$ cat src/rtl/busdec_pkg.sv
package busdec_pkg;
  localparam int ADDR_W  = 16;
  localparam int LOC_W   = ADDR_W - 1;
  localparam int NUM_IO  = 4;
  localparam int SLOT_W  = 12;
  localparam int NUM_TGT = 2 + NUM_IO;
  localparam int TGT_W   = $clog2(NUM_TGT);
  localparam int IDX_RAM = 0;
  localparam int IDX_ROM = 1;
  localparam int IDX_IO0 = 2;

  typedef enum logic [TGT_W-1:0] {
    T_RAM = TGT_W'(IDX_RAM),
    T_ROM = TGT_W'(IDX_ROM),
    T_IO0 = TGT_W'(IDX_IO0),
    T_IO1 = TGT_W'(IDX_IO0 + 1),
    T_IO2 = TGT_W'(IDX_IO0 + 2),
    T_IO3 = TGT_W'(IDX_IO0 + 3)
  } tgt_e;

  // Region of an address: bit 15 wins, then bit 14, then the slot bits 13:12.
  function automatic tgt_e region_of(input logic [ADDR_W-1:0] a);
    if (a[ADDR_W-1])       return T_ROM;
    if (!a[ADDR_W-2])      return T_RAM;
    return tgt_e'(TGT_W'(IDX_IO0) + TGT_W'(a[SLOT_W+1:SLOT_W]));
  endfunction

  // Local address seen by the target, with the region bits cleared.
  function automatic logic [LOC_W-1:0] local_of(input logic [ADDR_W-1:0] a);
    logic [LOC_W-1:0] r;
    unique case (region_of(a))
      T_ROM:   r = a[LOC_W-1:0];
      T_RAM:   r = {1'b0, a[LOC_W-2:0]};
      default: r = {{(LOC_W-SLOT_W){1'b0}}, a[SLOT_W-1:0]};
    endcase
    return r;
  endfunction
endpackage

$ cat src/rtl/busdec_addr_decode.sv
module busdec_addr_decode
  import busdec_pkg::*;
(
  input  logic               valid,
  input  logic [ADDR_W-1:0]  addr,
  output logic [NUM_TGT-1:0] sel,
  output logic [LOC_W-1:0]   loc,
  output tgt_e               tgt
);
  assign tgt = region_of(addr);
  assign loc = valid ? local_of(addr) : '0;

  for (genvar i = 0; i < NUM_TGT; i++) begin : g_sel
    assign sel[i] = valid && (tgt == tgt_e'(TGT_W'(i)));
  end
endmodule

$ cat src/rtl/busdec_wr_gate.sv
module busdec_wr_gate
  import busdec_pkg::*;
(
  input  logic               clk,
  input  logic               rst_n,
  input  logic               write,
  input  logic [NUM_TGT-1:0] sel,
  output logic               ram_wr,
  output logic [NUM_IO-1:0]  io_wr,
  output logic               rom_hit,
  output logic               rom_err
);
  assign ram_wr  = write && sel[IDX_RAM];
  assign rom_hit = write && sel[IDX_ROM];

  for (genvar k = 0; k < NUM_IO; k++) begin : g_io_wr
    assign io_wr[k] = write && sel[IDX_IO0 + k];
  end

  always_ff @(posedge clk) begin
    if (!rst_n) rom_err <= 1'b0;
    else        rom_err <= rom_hit;
  end
endmodule

$ cat src/rtl/busdec_rd_steer.sv
module busdec_rd_steer
  import busdec_pkg::*;
#(
  parameter int DATA_W = 8
) (
  input  logic                     clk,
  input  logic                     rst_n,
  input  logic                     rd_issue,
  input  tgt_e                     rd_tgt,
  input  logic [DATA_W-1:0]        ram_rdata,
  input  logic [DATA_W-1:0]        rom_rdata,
  input  logic [NUM_IO*DATA_W-1:0] io_rdata,
  output logic                     rd_return,
  output logic [DATA_W-1:0]        rdata
);
  localparam int SRC_N = 1 << TGT_W;

  logic [DATA_W-1:0] src [SRC_N];
  tgt_e              pend_tgt;

  assign src[IDX_RAM] = ram_rdata;
  assign src[IDX_ROM] = rom_rdata;
  for (genvar k = 0; k < NUM_IO; k++) begin : g_io_src
    assign src[IDX_IO0 + k] = io_rdata[k*DATA_W +: DATA_W];
  end
  for (genvar j = NUM_TGT; j < SRC_N; j++) begin : g_pad_src
    assign src[j] = '0;
  end

  always_ff @(posedge clk) begin
    if (!rst_n) begin
      rd_return <= 1'b0;
      pend_tgt  <= T_RAM;
    end else begin
      rd_return <= rd_issue;
      if (rd_issue) pend_tgt <= rd_tgt;
    end
  end

  assign rdata = rd_return ? src[pend_tgt] : '0;
endmodule

$ cat src/rtl/bus_addr_decoder.sv
module bus_addr_decoder
  import busdec_pkg::*;
#(
  parameter int DATA_W = 8
) (
  input  logic                     clk,
  input  logic                     rst_n,
  input  logic                     bus_valid,
  input  logic                     bus_write,
  input  logic [ADDR_W-1:0]        bus_addr,
  input  logic [DATA_W-1:0]        bus_wdata,
  output logic [DATA_W-1:0]        bus_rdata,
  output logic                     ram_sel,
  output logic                     rom_sel,
  output logic [NUM_IO-1:0]        io_sel,
  output logic [LOC_W-1:0]         tgt_addr,
  output logic [DATA_W-1:0]        tgt_wdata,
  output logic                     ram_wr,
  output logic [NUM_IO-1:0]        io_wr,
  input  logic [DATA_W-1:0]        ram_rdata,
  input  logic [DATA_W-1:0]        rom_rdata,
  input  logic [NUM_IO*DATA_W-1:0] io_rdata,
  output logic                     rom_wr_err
);
  logic [NUM_TGT-1:0] sel_vec;
  tgt_e               cur_tgt;
  logic               rd_issue;
  logic               rd_return;
  logic               rom_hit;

  assign rd_issue  = bus_valid && !bus_write;
  assign tgt_wdata = bus_wdata;
  assign ram_sel   = sel_vec[IDX_RAM];
  assign rom_sel   = sel_vec[IDX_ROM];
  assign io_sel    = sel_vec[IDX_IO0 +: NUM_IO];

  busdec_addr_decode u_dec (
    .valid (bus_valid),
    .addr  (bus_addr),
    .sel   (sel_vec),
    .loc   (tgt_addr),
    .tgt   (cur_tgt)
  );

  busdec_wr_gate u_wr (
    .clk     (clk),
    .rst_n   (rst_n),
    .write   (bus_write),
    .sel     (sel_vec),
    .ram_wr  (ram_wr),
    .io_wr   (io_wr),
    .rom_hit (rom_hit),
    .rom_err (rom_wr_err)
  );

  busdec_rd_steer #(.DATA_W(DATA_W)) u_rd (
    .clk       (clk),
    .rst_n     (rst_n),
    .rd_issue  (rd_issue),
    .rd_tgt    (cur_tgt),
    .ram_rdata (ram_rdata),
    .rom_rdata (rom_rdata),
    .io_rdata  (io_rdata),
    .rd_return (rd_return),
    .rdata     (bus_rdata)
  );
endmodule

$ cat config.mk
export PLATFORM = sky130hd
export DESIGN_NAME = bus_addr_decoder
export DESIGN_NICKNAME = d
export VERILOG_FILES = /design/src/rtl/busdec_pkg.sv /design/src/rtl/busdec_addr_decode.sv /design/src/rtl/busdec_wr_gate.sv /design/src/rtl/busdec_rd_steer.sv /design/src/rtl/bus_addr_decoder.sv
export SDC_FILE = /design/constraint.sdc
export NUM_CORES = 1
export LEC_CHECK = 0
export BUFFER_PORTS_ARGS = -buffer_cell sky130_fd_sc_hd__buf_4
export CORE_ASPECT_RATIO = 0.75
export CORE_MARGIN = 1
export CORE_UTILIZATION = 30
export DETAILED_ROUTE_END_ITERATION = 8
export PLACE_DENSITY = 0.8
export SLEW_MARGIN = 20
export SYNTH_ARGS = -nofsm -noshare
export SYNTH_HDL_FRONTEND = slang
export SYNTH_SLANG_ARGS = --single-unit
$ cat constraint.sdc
create_clock -name clk -period 1.7 [get_ports clk]
set_clock_uncertainty 0.2 [all_clocks]
set_input_delay 0.17 -clock clk [delete_from_list [all_inputs] [get_ports clk]]
set_output_delay 0.17 -clock clk [all_outputs]
set_load 0.02 [all_outputs]
---- Word-level counts from Yosys, hierarchy flattened ----
Index checks and enable logic that the tools add are counted.
cells by class
  add/subtract/negate cells ............... 1
  order comparisons ....................... 1
  equality and inequality tests ........... 5
  mux-type cells .......................... 13
  bitwise operators ....................... 1
  reduce and logical (&&, ||, !) cells .... 15
operators by type and width
  kind                 number
  $pmux 15 s2          1
  $bmux 8 s3           1
  $mux 8               3
  $mux 15              1
  $logic_and 1x1->1    13
  $mux 3               4
  $eq 3x2->1 const B   2
  $eq 3x3->1 const B   2
  $ge 4x4->1 const B   1
  $not 3->4            1
  $add 2x2->3 const A  1
  $eq 3x1->1 const B   1
  $logic_not 3->1      1
  $mux 1               3
  $logic_not 1->1      1
word-level totals
  register bits after elaboration ......... 5
  input bits .............................. 76

---- Longest topological paths before layout ----
  depth after elaboration ................. 7
  depth in mapped cells ................... 5
  depth with buffers taken out ............ 3

---- By module ----
From an unflattened synthesis, not the netlist that was laid out.
second synthesis, totals
  cell total of the unflattened synthesis .. 106
  area, all modules ....................... 888.4 µm²
modules (own cells, without submodules)
  module              times used  cells an instance  area each (µm²)
  busdec_rd_steer     1           58                 543.0
  busdec_addr_decode  1           31                 200.2
  bus_addr_decoder    1           9                  73.8
  busdec_wr_gate      1           8                  71.3

---- Least setup slack after synthesis ----
Ideal clock, no wire load.
  path kind ............................... input to output
  from .................................... input port bus_valid
  to ...................................... output port ram_wr
  data arrival time ....................... 1.214 ns
  required time ........................... 1.330 ns
  setup slack ............................. 0.116 ns
  stages .................................. 3
  path buffers ............................ 1
  cell sequence ........................... buf_2 nor3b_1 and2_1
on the way
  cells in the longest elaborated chain, start to end .. 2
ends and longest elaborated chain
  what                RTL line                  text
  start: declaration  bus_addr_decoder.sv:8     input logic bus_valid,
  $logic_and 1x1->1   busdec_addr_decode.sv:14  assign sel[i] = valid && (tgt == tgt_e'(TGT_W'(i)));
  net ram_sel         bus_addr_decoder.sv:13    output logic ram_sel,
  $logic_and 1x1->1   busdec_wr_gate.sv:13      assign ram_wr = write && sel[IDX_RAM];
  end: declaration    bus_addr_decoder.sv:18    output logic ram_wr,
The timed path passes the listed nets, and every way through them passes these cells.

---- Worst setup path in the final report ----
  from .................................... register u_rd.pend_tgt[2]
  to ...................................... output port bus_rdata[7]
on the way
  cells in the longest elaborated chain, start to end .. 5
ends and longest elaborated chain
  what                                       RTL line                text
  start: declaration                         busdec_rd_steer.sv:19   tgt_e pend_tgt;
  start signal: assignment                   busdec_rd_steer.sv:36   if (rd_issue) pend_tgt <= rd_tgt;
  $not 3->4 (implied by the code)            busdec_rd_steer.sv:40   assign rdata = rd_return ? src[pend_tgt] : '0;
  $bmux 8 s3                                 busdec_rd_steer.sv:40
  $mux 8 (implied by the code) (2 in a row)  busdec_rd_steer.sv:40
  $mux 8                                     busdec_rd_steer.sv:40
  end: declaration                           bus_addr_decoder.sv:12  output logic [DATA_W-1:0] bus_rdata,
No other way between the ends. The select of a mux whose other input is x is not followed.

==> run metrics <==
syn avg cell area=7.82 um^2; routed wire length=3040 um; Final #Nets=281; antenna cells=0; fillcell total=235; GRT overflow=0; Yosys cell types=24; worst vdd ir=0.177 mV; hold path endpoint=u_wr.rom_err$_SDFF_PN0_; Avg WL per Cell=12.7 um; drt drc=0; number of global-route vias before repair=1031; later-pin clock latency in the skew report=220 ps; Combinational Power Share=49.9%; maximum number of pins on one net before global-route repair=22; most common cell after layout, fill and taps aside=buf_4; Reg power frac=18.6%; FF-to-FF Start=u_rd.pend_tgt[0]$_SDFFE_PN0P_; Die W=63.0 um; headroom to the max-slew limit=76.5%; largest cells by area after synthesis=mux2i_1 (29%), dfxtp_1 (12%), and2_1 (11%); RSZ-0062 raised after global routing=yes; switching share of power=29.1%; fmax=0.561 GHz; first-pass GRT wire length=4240 um; H-tree depth=1; hold path startpoint=bus_write; clock slew at reported path FFs=30 ps; total track usage=18.4%; R2R cell count=3; Seq cells post-synth=5; PnR worst setup slack=-82.5 ps; r2r setup slk=640 ps; num rows=16; maxcap violations=0; CTS tree=done; # IOs=119; post-synthesis cell count=107; synthesized cell area=837 um^2; Hold Path Class=in -> reg; critical path launch point type=flip-flop; P_leak=0.819 nW; most frequent cells in the layout=buf_4 (103), mux2i_1 (24), and2_1 (15), o22a_1 (8), nor2_1 (8); Clock Power Share=a little under a third; CTS buffer count=3; placed instance area=0.00157 mm^2; Slew @ Worst Pin=351 ps; Initial Utilization=31.9%; max-slew violation total from the final report=0; failing checks=negative setup slack; Die ar.=0.00301 mm^2; Design Area, Final=0.00166 mm^2; vias per cell=4.79; Initial DRT Pass Iterations=4; GPL Wtd Cong=0.753; crit share post-route=105%; Reg area=108 um^2; outcome=finished with violations; P_int=483 uW; kind of critical path=reg -> out; Die Ht=47.7 um; CP endpoint kind=primary output; share of cells above drive strength 1=56.9%; clk buf depth=2; Yosys top cell by area=mux2i_1; R2R Path End=u_rd.pend_tgt[0]$_SDFFE_PN0P_; fin util=63.5%; final setup violation count=8; initial antenna violation count=0; IO Port Bufs=102; syn nets=between 150 and 200; area of the multi-input gates=637 um^2; crit path time final=1780 ps; root buffer cell=clkbuf_8; Routed Antenna Nets=0; final hold vios=0; PwrDens=approximately 410 mW/mm^2; share of the synthesized area in the top cell type=28.7%; Req. time, crit path=1330 ps; critical path data arrival time=between 1000 and 1500 ps; Ys Warns=0; core area=0.00262 mm^2; Vias=1150; clock sinks=5; Sw Pwr=between 150 and 200 uW; part of the Yosys area used for sequential elements=12.0%; hold path cells=2; Area Growth Syn to Fin=98.8%; crit path max fanout=8; initial drt markers=34
[flip-flops by register name, indices dropped and copies added, names as in the netlist]
register,count
u_rd.pend_tgt,3
u_rd.rd_return,1
u_wr.rom_err,1
[final cells by class]
class                   count  share of cell area (%)
clock buffers               4                    2.71
inverters                   1                   0.226
multi-input cells          87                    38.3
flip-flops and latches      5                    6.47
well taps                  36                    2.71
repair buffers            107                    49.6
[Yosys cell counts]
library cell  count
o21ai_1           8
nand2_1           4
mux2i_1          24
buf_6             1
nand3b_1          2
a21oi_1           2
buf_2             1
nor2b_1           1
inv_1             1
buf_4            11
and3_1            4
dfxtp_1           5
nor2_1            8
o21ai_2           1
o22a_1            8
nor3b_1           1
nand2b_1          2
and2_1           15
nand4b_1          1
or3b_1            1
nand4bb_1         1
clkbuf_1          1
a21boi_1          2
or3_1             2
[stage by stage]
step / cells / power [mW] / hold WS, ps / TNS [ps] / setup slack, ps
2_1_floorplan: 107 / 0.303 / 91.7 / 0 / 116
3_3_place_gp: 233 / 0.459 / 140 / 0 / 72.7
3_5_place_dp: 233 / 0.465 / 140 / 0 / 58.1
4_1_cts: 238 / 0.685 / 29.5 / -520 / -85.1
5_1_grt: 240 / 0.721 / 38.9 / -961 / -144
6_report: 240 / 0.682 / 30.0 / -510 / -82.5
[worst max-delay path: stages, from the launching register on]
cell     delay, ps
dfxtp_2        320
or3b_4         440
o22a_1         200
o21ai_1         70
buf_4          160
[worst max path at each step]
stage / start / to
after CTS: u_rd.pend_tgt[1]$_SDFFE_PN0P_ / bus_rdata[2]
after floorplan: bus_valid / ram_wr
final: u_rd.pend_tgt[2]$_SDFFE_PN0P_ / bus_rdata[7]
after global placement: u_rd.pend_tgt[1]$_SDFFE_PN0P_ / bus_rdata[0]
after global routing: u_rd.pend_tgt[2]$_SDFFE_PN0P_ / bus_rdata[1]
after detailed placement: u_rd.pend_tgt[0]$_SDFFE_PN0P_ / bus_rdata[2]
[repair_timing]
item	in CTS	in global routing
gates resized for setup	6	3
hold endpoints to repair	1	0
setup buffers	0	2
pin swaps	1	3
endpoints found under the setup margin	8	8
hold buffers	1	0
[power groups by stage]
stage          logic, mW  registers, mW  clock network (mW)
3_5_place_dp       0.336          0.128                   0
2_1_floorplan      0.177          0.126                   0
6_report           0.340          0.127               0.215
5_1_grt            0.364          0.127               0.230
3_3_place_gp       0.331          0.128                   0
4_1_cts            0.341          0.127               0.217
[per-layer routing]
layer,up-vias,part of all wire [%],track usage (%),wire length [um]
li1,570,-,-,-
met1,507,39,20.1,1200
met2,73,49,34.0,1490
met3,0,12,6.19,351
met4,0,0,7.91,0
met5,-,0,0,0
[kinds of logic after synthesis]
logic type / share of synthesized area (%)
muxes: 28.7
DFF: 12.0
buffers and inverters: 12.7
and+or+nand+nor: 29.4
AOI/OAI and AO/OA: 17.2
No activity file was read; power rests on OpenSTA's default activity.
